`src/rtl/i2ct_pkg.sv`:
```
package i2ct_pkg;

  typedef enum logic [2:0] {
    PH_IDLE,
    PH_DEV,
    PH_REG,
    PH_WDATA,
    PH_RDATA,
    PH_SKIP
  } phase_e;

  typedef struct packed {
    logic cntClr;
    logic cntInc;
    logic shiftIn;
    logic ackOn;
    logic ackOff;
    logic loadPtr;
    logic incPtr;
    logic writeReg;
    logic loadTx;
    logic shiftTx;
    logic txOff;
  } strobe_t;

endpackage

```
`src/rtl/i2ct_linesync.sv`:
```
module i2ct_linesync #(
  parameter int STAGES = 2
) (
  input  logic clk,
  input  logic rstN,
  input  logic sclIn,
  input  logic sdaIn,
  output logic sclRise,
  output logic sclFall,
  output logic startSeen,
  output logic stopSeen,
  output logic sdaBit
);

  logic [STAGES-1:0] sclSh;
  logic [STAGES-1:0] sdaSh;
  logic sclPrev;
  logic sdaPrev;
  logic sclNow;
  logic sdaNow;

  always_ff @(posedge clk) begin
    if (!rstN) begin
      sclSh   <= '1;
      sdaSh   <= '1;
      sclPrev <= 1'b1;
      sdaPrev <= 1'b1;
    end else begin
      sclSh   <= {sclSh[STAGES-2:0], sclIn};
      sdaSh   <= {sdaSh[STAGES-2:0], sdaIn};
      sclPrev <= sclNow;
      sdaPrev <= sdaNow;
    end
  end

  assign sclNow    = sclSh[STAGES-1];
  assign sdaNow    = sdaSh[STAGES-1];
  assign sdaBit    = sdaNow;
  assign sclRise   = sclNow & ~sclPrev;
  assign sclFall   = ~sclNow & sclPrev;
  assign startSeen = sclNow & sclPrev & sdaPrev & ~sdaNow;
  assign stopSeen  = sclNow & sclPrev & ~sdaPrev & sdaNow;

endmodule

```
`src/rtl/i2ct_datapath.sv`:
```
module i2ct_datapath
  import i2ct_pkg::*;
#(
  parameter int         NUM_REGS = 16,
  parameter logic [6:0] DEV_ADDR = 7'h2A
) (
  input  logic       clk,
  input  logic       rstN,
  input  strobe_t    stb,
  input  logic       sdaBit,
  output logic [3:0] bitCnt,
  output logic       addrMatch,
  output logic       rwBit,
  output logic       regValid,
  output logic       ptrValid,
  output logic       sdaPullLow,
  output logic       regWrEn,
  output logic [7:0] regWrAddr,
  output logic [7:0] regWrData
);

  localparam int PTR_W = $clog2(NUM_REGS + 1);
  localparam int IDX_W = (NUM_REGS > 1) ? $clog2(NUM_REGS) : 1;

  logic [7:0]       rxByte;
  logic [7:0]       txShift;
  logic [PTR_W-1:0] ptr;
  logic [IDX_W-1:0] idx;
  logic             ackDrive;
  logic             txActive;
  logic [7:0]       regs [NUM_REGS];

  assign idx = IDX_W'(ptr);

  // bit counter: 0..8 data bits, 9 after the acknowledge clock
  always_ff @(posedge clk) begin
    if (!rstN)           bitCnt <= '0;
    else if (stb.cntClr) bitCnt <= '0;
    else if (stb.cntInc) bitCnt <= bitCnt + 4'd1;
  end

  always_ff @(posedge clk) begin
    if (!rstN)            rxByte <= '0;
    else if (stb.shiftIn) rxByte <= {rxByte[6:0], sdaBit};
  end

  always_ff @(posedge clk) begin
    if (!rstN)            ptr <= '0;
    else if (stb.loadPtr) ptr <= PTR_W'(rxByte);
    else if (stb.incPtr)  ptr <= ptr + 1'b1;
  end

  always_ff @(posedge clk) begin
    if (!rstN)           ackDrive <= 1'b0;
    else if (stb.ackOff) ackDrive <= 1'b0;
    else if (stb.ackOn)  ackDrive <= 1'b1;
  end

  always_ff @(posedge clk) begin
    if (!rstN) begin
      txActive <= 1'b0;
      txShift  <= 8'hFF;
    end else if (stb.txOff) begin
      txActive <= 1'b0;
    end else if (stb.loadTx) begin
      txActive <= 1'b1;
      txShift  <= ptrValid ? regs[idx] : 8'hFF;
    end else if (stb.shiftTx) begin
      txShift  <= {txShift[6:0], 1'b1};
    end
  end

  always_ff @(posedge clk) begin
    if (!rstN) begin
      regWrEn   <= 1'b0;
      regWrAddr <= '0;
      regWrData <= '0;
    end else begin
      regWrEn <= stb.writeReg;
      if (stb.writeReg) begin
        regWrAddr <= 8'(ptr);
        regWrData <= rxByte;
      end
    end
  end

  for (genvar g = 0; g < NUM_REGS; g++) begin : g_reg
    always_ff @(posedge clk) begin
      if (!rstN)                                  regs[g] <= '0;
      else if (stb.writeReg && idx == IDX_W'(g)) regs[g] <= rxByte;
    end
  end

  assign addrMatch  = (rxByte[7:1] == DEV_ADDR);
  assign rwBit      = rxByte[0];
  assign regValid   = (int'(rxByte) < NUM_REGS);
  assign ptrValid   = (int'(ptr) < NUM_REGS);
  assign sdaPullLow = ackDrive | (txActive & ~txShift[7]);

endmodule

```
`src/rtl/i2ct_ctrl.sv`:
```
module i2ct_ctrl
  import i2ct_pkg::*;
(
  input  logic       clk,
  input  logic       rstN,
  input  logic       sclRise,
  input  logic       sclFall,
  input  logic       startSeen,
  input  logic       stopSeen,
  input  logic [3:0] bitCnt,
  input  logic       addrMatch,
  input  logic       rwBit,
  input  logic       regValid,
  input  logic       ptrValid,
  output strobe_t    stb
);

  phase_e phase;
  phase_e phaseNext;
  logic   busy;

  assign busy = (phase != PH_IDLE) && (phase != PH_SKIP);

  always_ff @(posedge clk) begin
    if (!rstN) phase <= PH_IDLE;
    else       phase <= phaseNext;
  end

  always_comb begin
    stb       = '0;
    phaseNext = phase;
    if (stopSeen) begin
      phaseNext  = PH_IDLE;
      stb.ackOff = 1'b1;
      stb.txOff  = 1'b1;
      stb.cntClr = 1'b1;
    end else if (startSeen) begin
      phaseNext  = PH_DEV;
      stb.ackOff = 1'b1;
      stb.txOff  = 1'b1;
      stb.cntClr = 1'b1;
    end else if (busy) begin
      if (sclRise && bitCnt != 4'd9) begin
        stb.cntInc  = 1'b1;
        stb.shiftIn = (bitCnt < 4'd8);
      end else if (sclFall) begin
        if (bitCnt == 4'd8) begin
          // byte complete: decide the acknowledge for the ninth clock
          case (phase)
            PH_DEV: begin
              if (addrMatch) stb.ackOn = 1'b1;
              else           phaseNext = PH_SKIP;
            end
            PH_REG: begin
              if (regValid) begin
                stb.ackOn   = 1'b1;
                stb.loadPtr = 1'b1;
              end else begin
                phaseNext = PH_SKIP;
              end
            end
            PH_WDATA: begin
              if (ptrValid) begin
                stb.ackOn    = 1'b1;
                stb.writeReg = 1'b1;
                stb.incPtr   = 1'b1;
              end
            end
            PH_RDATA: stb.txOff = 1'b1;
            default: ;
          endcase
        end else if (bitCnt == 4'd9) begin
          // end of the acknowledge clock
          stb.ackOff = 1'b1;
          stb.cntClr = 1'b1;
          case (phase)
            PH_DEV: begin
              if (rwBit) begin
                phaseNext  = PH_RDATA;
                stb.loadTx = 1'b1;
              end else begin
                phaseNext = PH_REG;
              end
            end
            PH_REG:   phaseNext = PH_WDATA;
            PH_RDATA: phaseNext = PH_SKIP;
            default: ;
          endcase
        end else if (phase == PH_RDATA && bitCnt != 4'd0) begin
          stb.shiftTx = 1'b1;
        end
      end
    end
  end

endmodule

```
`src/rtl/i2c_reg_target.sv`:
```
module i2c_reg_target #(
  parameter int         NUM_REGS    = 16,
  parameter logic [6:0] DEV_ADDR    = 7'h2A,
  parameter int         SYNC_STAGES = 2
) (
  input  logic       clk,
  input  logic       rstN,
  input  logic       sclIn,
  input  logic       sdaIn,
  output logic       sdaPullLow,
  output logic       regWrEn,
  output logic [7:0] regWrAddr,
  output logic [7:0] regWrData
);

  import i2ct_pkg::*;

  strobe_t    stb;
  logic       sclRise;
  logic       sclFall;
  logic       startSeen;
  logic       stopSeen;
  logic       sdaBit;
  logic [3:0] bitCnt;
  logic       addrMatch;
  logic       rwBit;
  logic       regValid;
  logic       ptrValid;

  i2ct_linesync #(.STAGES(SYNC_STAGES)) sync_i (
    .clk       (clk),
    .rstN      (rstN),
    .sclIn     (sclIn),
    .sdaIn     (sdaIn),
    .sclRise   (sclRise),
    .sclFall   (sclFall),
    .startSeen (startSeen),
    .stopSeen  (stopSeen),
    .sdaBit    (sdaBit)
  );

  i2ct_ctrl ctrl_i (
    .clk       (clk),
    .rstN      (rstN),
    .sclRise   (sclRise),
    .sclFall   (sclFall),
    .startSeen (startSeen),
    .stopSeen  (stopSeen),
    .bitCnt    (bitCnt),
    .addrMatch (addrMatch),
    .rwBit     (rwBit),
    .regValid  (regValid),
    .ptrValid  (ptrValid),
    .stb       (stb)
  );

  i2ct_datapath #(.NUM_REGS(NUM_REGS), .DEV_ADDR(DEV_ADDR)) dp_i (
    .clk        (clk),
    .rstN       (rstN),
    .stb        (stb),
    .sdaBit     (sdaBit),
    .bitCnt     (bitCnt),
    .addrMatch  (addrMatch),
    .rwBit      (rwBit),
    .regValid   (regValid),
    .ptrValid   (ptrValid),
    .sdaPullLow (sdaPullLow),
    .regWrEn    (regWrEn),
    .regWrAddr  (regWrAddr),
    .regWrData  (regWrData)
  );

endmodule

```
`config.mk`:
```
export PLATFORM = sky130hd
export DESIGN_NAME = i2c_reg_target
export DESIGN_NICKNAME = d
export VERILOG_FILES = /design/src/rtl/i2ct_pkg.sv /design/src/rtl/i2ct_linesync.sv /design/src/rtl/i2ct_datapath.sv /design/src/rtl/i2ct_ctrl.sv /design/src/rtl/i2c_reg_target.sv
export SDC_FILE = /design/constraint.sdc
export NUM_CORES = 1
export LEC_CHECK = 0
export ABC_AREA = 1
export BUFFER_PORTS_ARGS = -buffer_cell sky130_fd_sc_hd__buf_2
export CAP_MARGIN = 10
export CELL_PAD_IN_SITES_DETAIL_PLACEMENT = 1
export CELL_PAD_IN_SITES_GLOBAL_PLACEMENT = 1
export CORE_MARGIN = 5
export CORE_UTILIZATION = 45
export CTS_CLUSTER_DIAMETER = 60
export CTS_CLUSTER_SIZE = 28
export DETAILED_ROUTE_END_ITERATION = 10
export HOLD_SLACK_MARGIN = 0.06
export PLACE_DENSITY_LB_ADDON = 0.08
export SYNTH_ARGS = -nofsm -noshare
export SYNTH_HDL_FRONTEND = slang
export SYNTH_HIERARCHICAL = 1
export SYNTH_SLANG_ARGS = --single-unit
```
`constraint.sdc`:
```
create_clock -name clk -period 4.7 [get_ports clk]
set_clock_uncertainty 0.1 [all_clocks]
set_input_delay 0.47 -clock clk [delete_from_list [all_inputs] [get_ports clk]]
set_output_delay 0.47 -clock clk [all_outputs]
set_load 0.02 [all_outputs]
```
# Yosys cells after proc, flatten, opt, wreduce, memory -nomap -nowiden
# Memories as Yosys holds them, arrays and structs flattened. A register that Yosys moved wholly into a read port is not among the register bits.
# Index checks and enable logic that the tools add are counted.
[totals]
regBits = 50
ramBits = 128
out_inout_bits = 18
n_memories = 1
[op_classes]
addsub = 2
order_cmp = 3
eq_ne = 33
n_mux = 118
bitwise = 33
n_reduce_logical = 36
[memory_table]
columns = ["name", "depth", "width", "rd", "rd_clocked_by_memory_dff", "write_ports", "line", "text"]
rows = [
  ["dp_i.regs", 16, 8, 1, 1, 16, "i2ct_datapath.sv:31", "logic [7:0] regs [NUM_REGS];"],
]
[op_table]
columns = ["cell", "count"]
rows = [
  ["$mux 8", 21],
  ["$mux 1", 75],
  ["$eq 4x4->1 const B", 10],
  ["$mux 3", 8],
  ["$mux 5", 4],
  ["$logic_and 1x1->1", 19],
  ["$or 1x1->1", 17],
  ["$eq 4x3->1 const B", 4],
  ["$reduce_and 8->1", 2],
  ["$ne 3x3->1 const B", 4],
  ["$ne 4x3->1 const B", 3],
  ["$mux 11", 1],
  ["$reduce_bool 2->1", 5],
  ["$pmux 3 s3", 1],
  ["$and 1x1->1", 8],
  ["$eq 4x2->1 const B", 2],
  ["$lt 8x5->1 const B", 1],
  ["$mux 2", 4],
  ["$mux 4", 2],
  ["$ne 4x4->1 const B", 2],
  ["$not 1->1", 8],
  ["$reduce_or 2->1", 4],
  ["$eq 7x6->1 const B", 1],
  ["$eq 3x2->1 const B", 2],
  ["16 further kinds", 17],
]

# Longest topological paths before layout
[depth]
depth_word = 15
ltp_mapped = 15
mapped_depth_nobuf = 15

# Modules after synthesis
# The synthesis kept the hierarchy.
[modules_own_cells]
columns = ["mod", "instances", "cells_per_inst", "area_per_inst_um2", "seq_area_each_um2"]
rows = [
  ["i2ct_datapath", 1, 838, 7654.8, 4744.6],
  ["i2ct_ctrl", 1, 80, 471.7, 60.1],
  ["i2ct_linesync", 1, 27, 198.9, 120.1],
]

# Worst setup path after synthesis
# OpenSTA, ideal clock, no wires.
[synth_timing]
path_type = "reg2reg"
from = "reg dp_i.bitCnt[0]"
to = "mem dp_i.regs[12][0], enable pin"
setup_ps = 384
t_arrival_ps = 2060
required_ps = 4216
slack_ps = 2156
stages_incl_launch_ff = 10
n_path_buf = 1
period_less_slack_ps = 2544
cell_sequence = "dfxtp_1 > nand3_1 > nor2_4 > nor2_8 > nor2_8 > nand3_2 > nor2_1 > buf_2 > nand2_1 > o21ai_0"
[synth_rtl]
columns = ["element", "line", "text"]
rows = [
  ["from (decl)", "i2ct_datapath.sv:11", "output logic [3:0] bitCnt,"],
  ["from (signal assigned)", "i2ct_datapath.sv:39", "else if (stb.cntInc) bitCnt <= bitCnt + 4'd1;"],
  ["to (decl)", "i2ct_datapath.sv:31", ""],
]

==> results.py <==
metrics = {
    "run_status": {
        "outcome": "completed",
    },
    "grt": {
        "grt_pass1_vias": 6829,
        "track_usage": 0.226,
        "overflow": 0,
        "grt_start_max_net_pins": 65,
        "antenna_found_initial": 0,
        "grt_pass1_wl_mm": 37.3,
    },
    "placed_design": {
        "gp_congestion": 0.869,
        "portBuffers": 18,
        "dp_hpwl_mm": 15.2,
    },
    "run": {
        "drv_cap": 0,
    },
    "detailed_routing": {
        "wirelength_mm": 23.4,
        "drt-initial-drc-count": 548,
        "wire_per_inst_um": 19.8,
        "drtAntennaViolNets": 0,
        "route.vias.total": 6566,
        "drtPass1Iterations": 5,
        "drc": 0,
        "via_per_inst": 5.55,
    },
    "power": {
        "pwr-share-seq": 0.551,
        "ir_drop_mv": 0.264,
        "clkPwrFrac": 0.423,
        "pwr-share-comb": 0.026,
        "power_switching_share": 0.215,
        "power.density_mw_per_mm2": 358,
        "p_leak_uw": 0.00340,
        "internal_power_uw": 2540,
        "p_sw_uw": 697,
    },
    "layout": {
        "diodes": 0,
        "drive_above_1_share": 0.0755,
        "layout_common_cells": "253 x nand2_1, 169 x nor2_1, 133 x nand3_1",
        "area_growth_syn_to_layout_pct": 8.76,
        "fillerInstances": 2137,
        "nNetsFinal": 950,
        "mostFrequentLayoutCell": "nand2_1",
    },
    "clocking": {
        "cts_buffer_depth": 2,
        "clkTransAtPathRegs_ns": 0.07,
        "worstSkewPairLatency_ns": 0.43,
        "numCtsBuffers": 17,
        "htreeDepth": 4,
        "cts.sinks": 182,
        "post_cts_resize_count": 0,
        "post-cts-setup-buffers": 0,
        "postCtsHoldBufs": 0,
        "cts_root_buffer": "clkbuf_16",
        "tritoncts": "built",
    },
    "worst_setup_path": {
        "critPathKind": "flip-flop to flip-flop",
        "path_common_cell": "nand2_1",
        "end_kind": "flip-flop",
        "worstPathMaxFanout": 9,
        "worst_path_max_delay_cell": "nor3_1",
        "crit_family": "simple AND/OR/NAND/NOR gates",
        "cpPeakStageDelay_ns": 0.96,
        "worst-path-buf-inv": 2,
        "worst_ep_required_time_ns": 4.92,
        "crit_path_start_kind": "flip-flop",
        "path_cells": "inv_1, nand2_1, nor2_1, nor2_1, nand2_1, nor3_1, inv_1, nor2_1, nand3_1, nand2_1, nand2_1",
        "worstPathArrival_ns": 3.33,
    },
    "floorplan": {
        "start_util": 0.460,
        "dieArea_mm2": 0.0213,
        "fp.dieH_um": 146,
        "core_area_mm2": 0.0181,
        "io_pins": 22,
        "rows": 49,
        "die_w_um": 146,
    },
    "synth": {
        "syn_inst": 945,
        "synth-main-ff-cell": "edfxtp_1",
        "netlist.area_leader.share": 0.462,
        "yosys_warnings": 6,
        "synth-edff-count": 128,
        "synth_largest_area_cell": "edfxtp_1",
        "ys_ff_latch": 182,
        "synth-async-reset-ratio": 0,
        "netlist-cell-type-count": 32,
        "syn_avg_cell_area_um2": 8.81,
        "yosys-top-cells-area": "edfxtp_1 46%, dfxtp_1 13%, nand2_1 11%",
        "ys_seq_area_frac": 0.592,
        "synthesis.area_mm2": 0.00833,
    },
    "hold_path": {
        "hp-class": "primary input to flip-flop",
    },
    "sta": {
        "tightest_slew_ns": 1.20,
        "finalHoldViolCount": 0,
        "rsz0062_at_grt": "no",
        "period_share": 0.660,
        "setup_viol": 0,
        "relSlewSlack": 0.196,
        "finalCriticalPeriod_ns": 3.10,
        "fin_tns_setup_ns": 0,
        "slew_violations": 0,
        "fmaxAchievable_ghz": 0.322,
        "whs_ns": 0.111,
    },
}
power by group through the flow:
stage	Sequential, uW	Clock [uW]	Combinational, uW
after detailed placement	1820	0	83.1
final	1780	1370	84.0
after CTS	1780	1400	83.7
after global placement	1820	0	79.5
after floorplan	1810	0	60.5
after global routing	1790	1470	92.8
registers in the layout, indices dropped and copies added (netlist names), named ones only:
name and flops:
dp_i/regs 128, dp_i/regWrData 8, dp_i/rxByte 8, dp_i/txShift 8, dp_i/ptr 5, dp_i/regWrAddr 5, dp_i/bitCnt 4, ctrl_i/phase 3
sync_i/sclSh 2, sync_i/sdaSh 2, dp_i/ackDrive 1, dp_i/regWrEn 1, dp_i/txActive 1, sync_i/sclPrev 1, sync_i/sdaPrev 1
kinds of logic after synthesis:
kind of cell    share of synthesized area
buf+inv                            0.0591
fa+ha+maj                         0.00751
other cells                      0.000450
compound gates                     0.0424
xor+xnor                          0.00421
simple gates                        0.295
flops                               0.592
cells in the mapped netlist, drive strengths merged (5+ instances only):
library cell and count:
nand2 255, nand4 5, nor2 175, dfxtp 54, o21ai 28, ha 5, clkbuf 16, inv 49
clkinv 8, buf 34, a21oi 32, edfxtp 128, nand3 135
worst min-delay path, delay by kind of cell:
kind | cells | cell delay (ns)
buffers and inverters | 2 | 0.11
and+or+nand+nor | 1 | 0.04
area by class of cell:
cell class / count / area [um^2] / area share
clock buffers: 23 / 500 / 0.0553
multi-input cells: 658 / 2930 / 0.323
flip-flops and latches: 182 / 4930 / 0.544
well taps: 229 / 287 / 0.0316
clock inverters: 9 / 62.6 / 0.00691
inverters: 57 / 214 / 0.0236
repair buffers: 25 / 140 / 0.0155
path summary, 6_finish.rpt:
kind / cells after the start / slack [ns] / from / end
hold / removal: 3 / 0.11 / sclIn / sync_i/sclSh[0]$_SDFF_PN1_
setup reg to reg: 11 / 1.60 / sync_i/sdaSh[1]$_SDFF_PN1_ / dp_i/txShift[5]$_SDFFE_PN1P_
setup / recovery: 11 / 1.60 / sync_i/sdaSh[1]$_SDFF_PN1_ / dp_i/txShift[5]$_SDFFE_PN1P_
hold reg to reg: 2 / 0.31 / sync_i/sdaSh[0]$_SDFF_PN1_ / sync_i/sdaSh[1]$_SDFF_PN1_
metal layers:
metal,GRT usage,up-vias,share of wire
li1,-,3108,-
met1,0.295,3284,0.45
met2,0.389,140,0.50
met3,0.0403,34,0.041
met4,0.0611,0,0.017
met5,0,-,0
through the flow:
step	power [uW]	cells	area (um^2)	worst slack [ns]	util
global route	3350	1183	9050	1.20	0.501
floorplan	1870	947	8330	2.16	-
finish	3240	1183	9050	1.60	0.501
CTS	3270	1181	9040	1.57	0.500
global placement	1900	1149	8480	1.86	0.469
detailed placement	1900	1149	8480	1.65	0.469
Power figures use the tool's default switching activity.
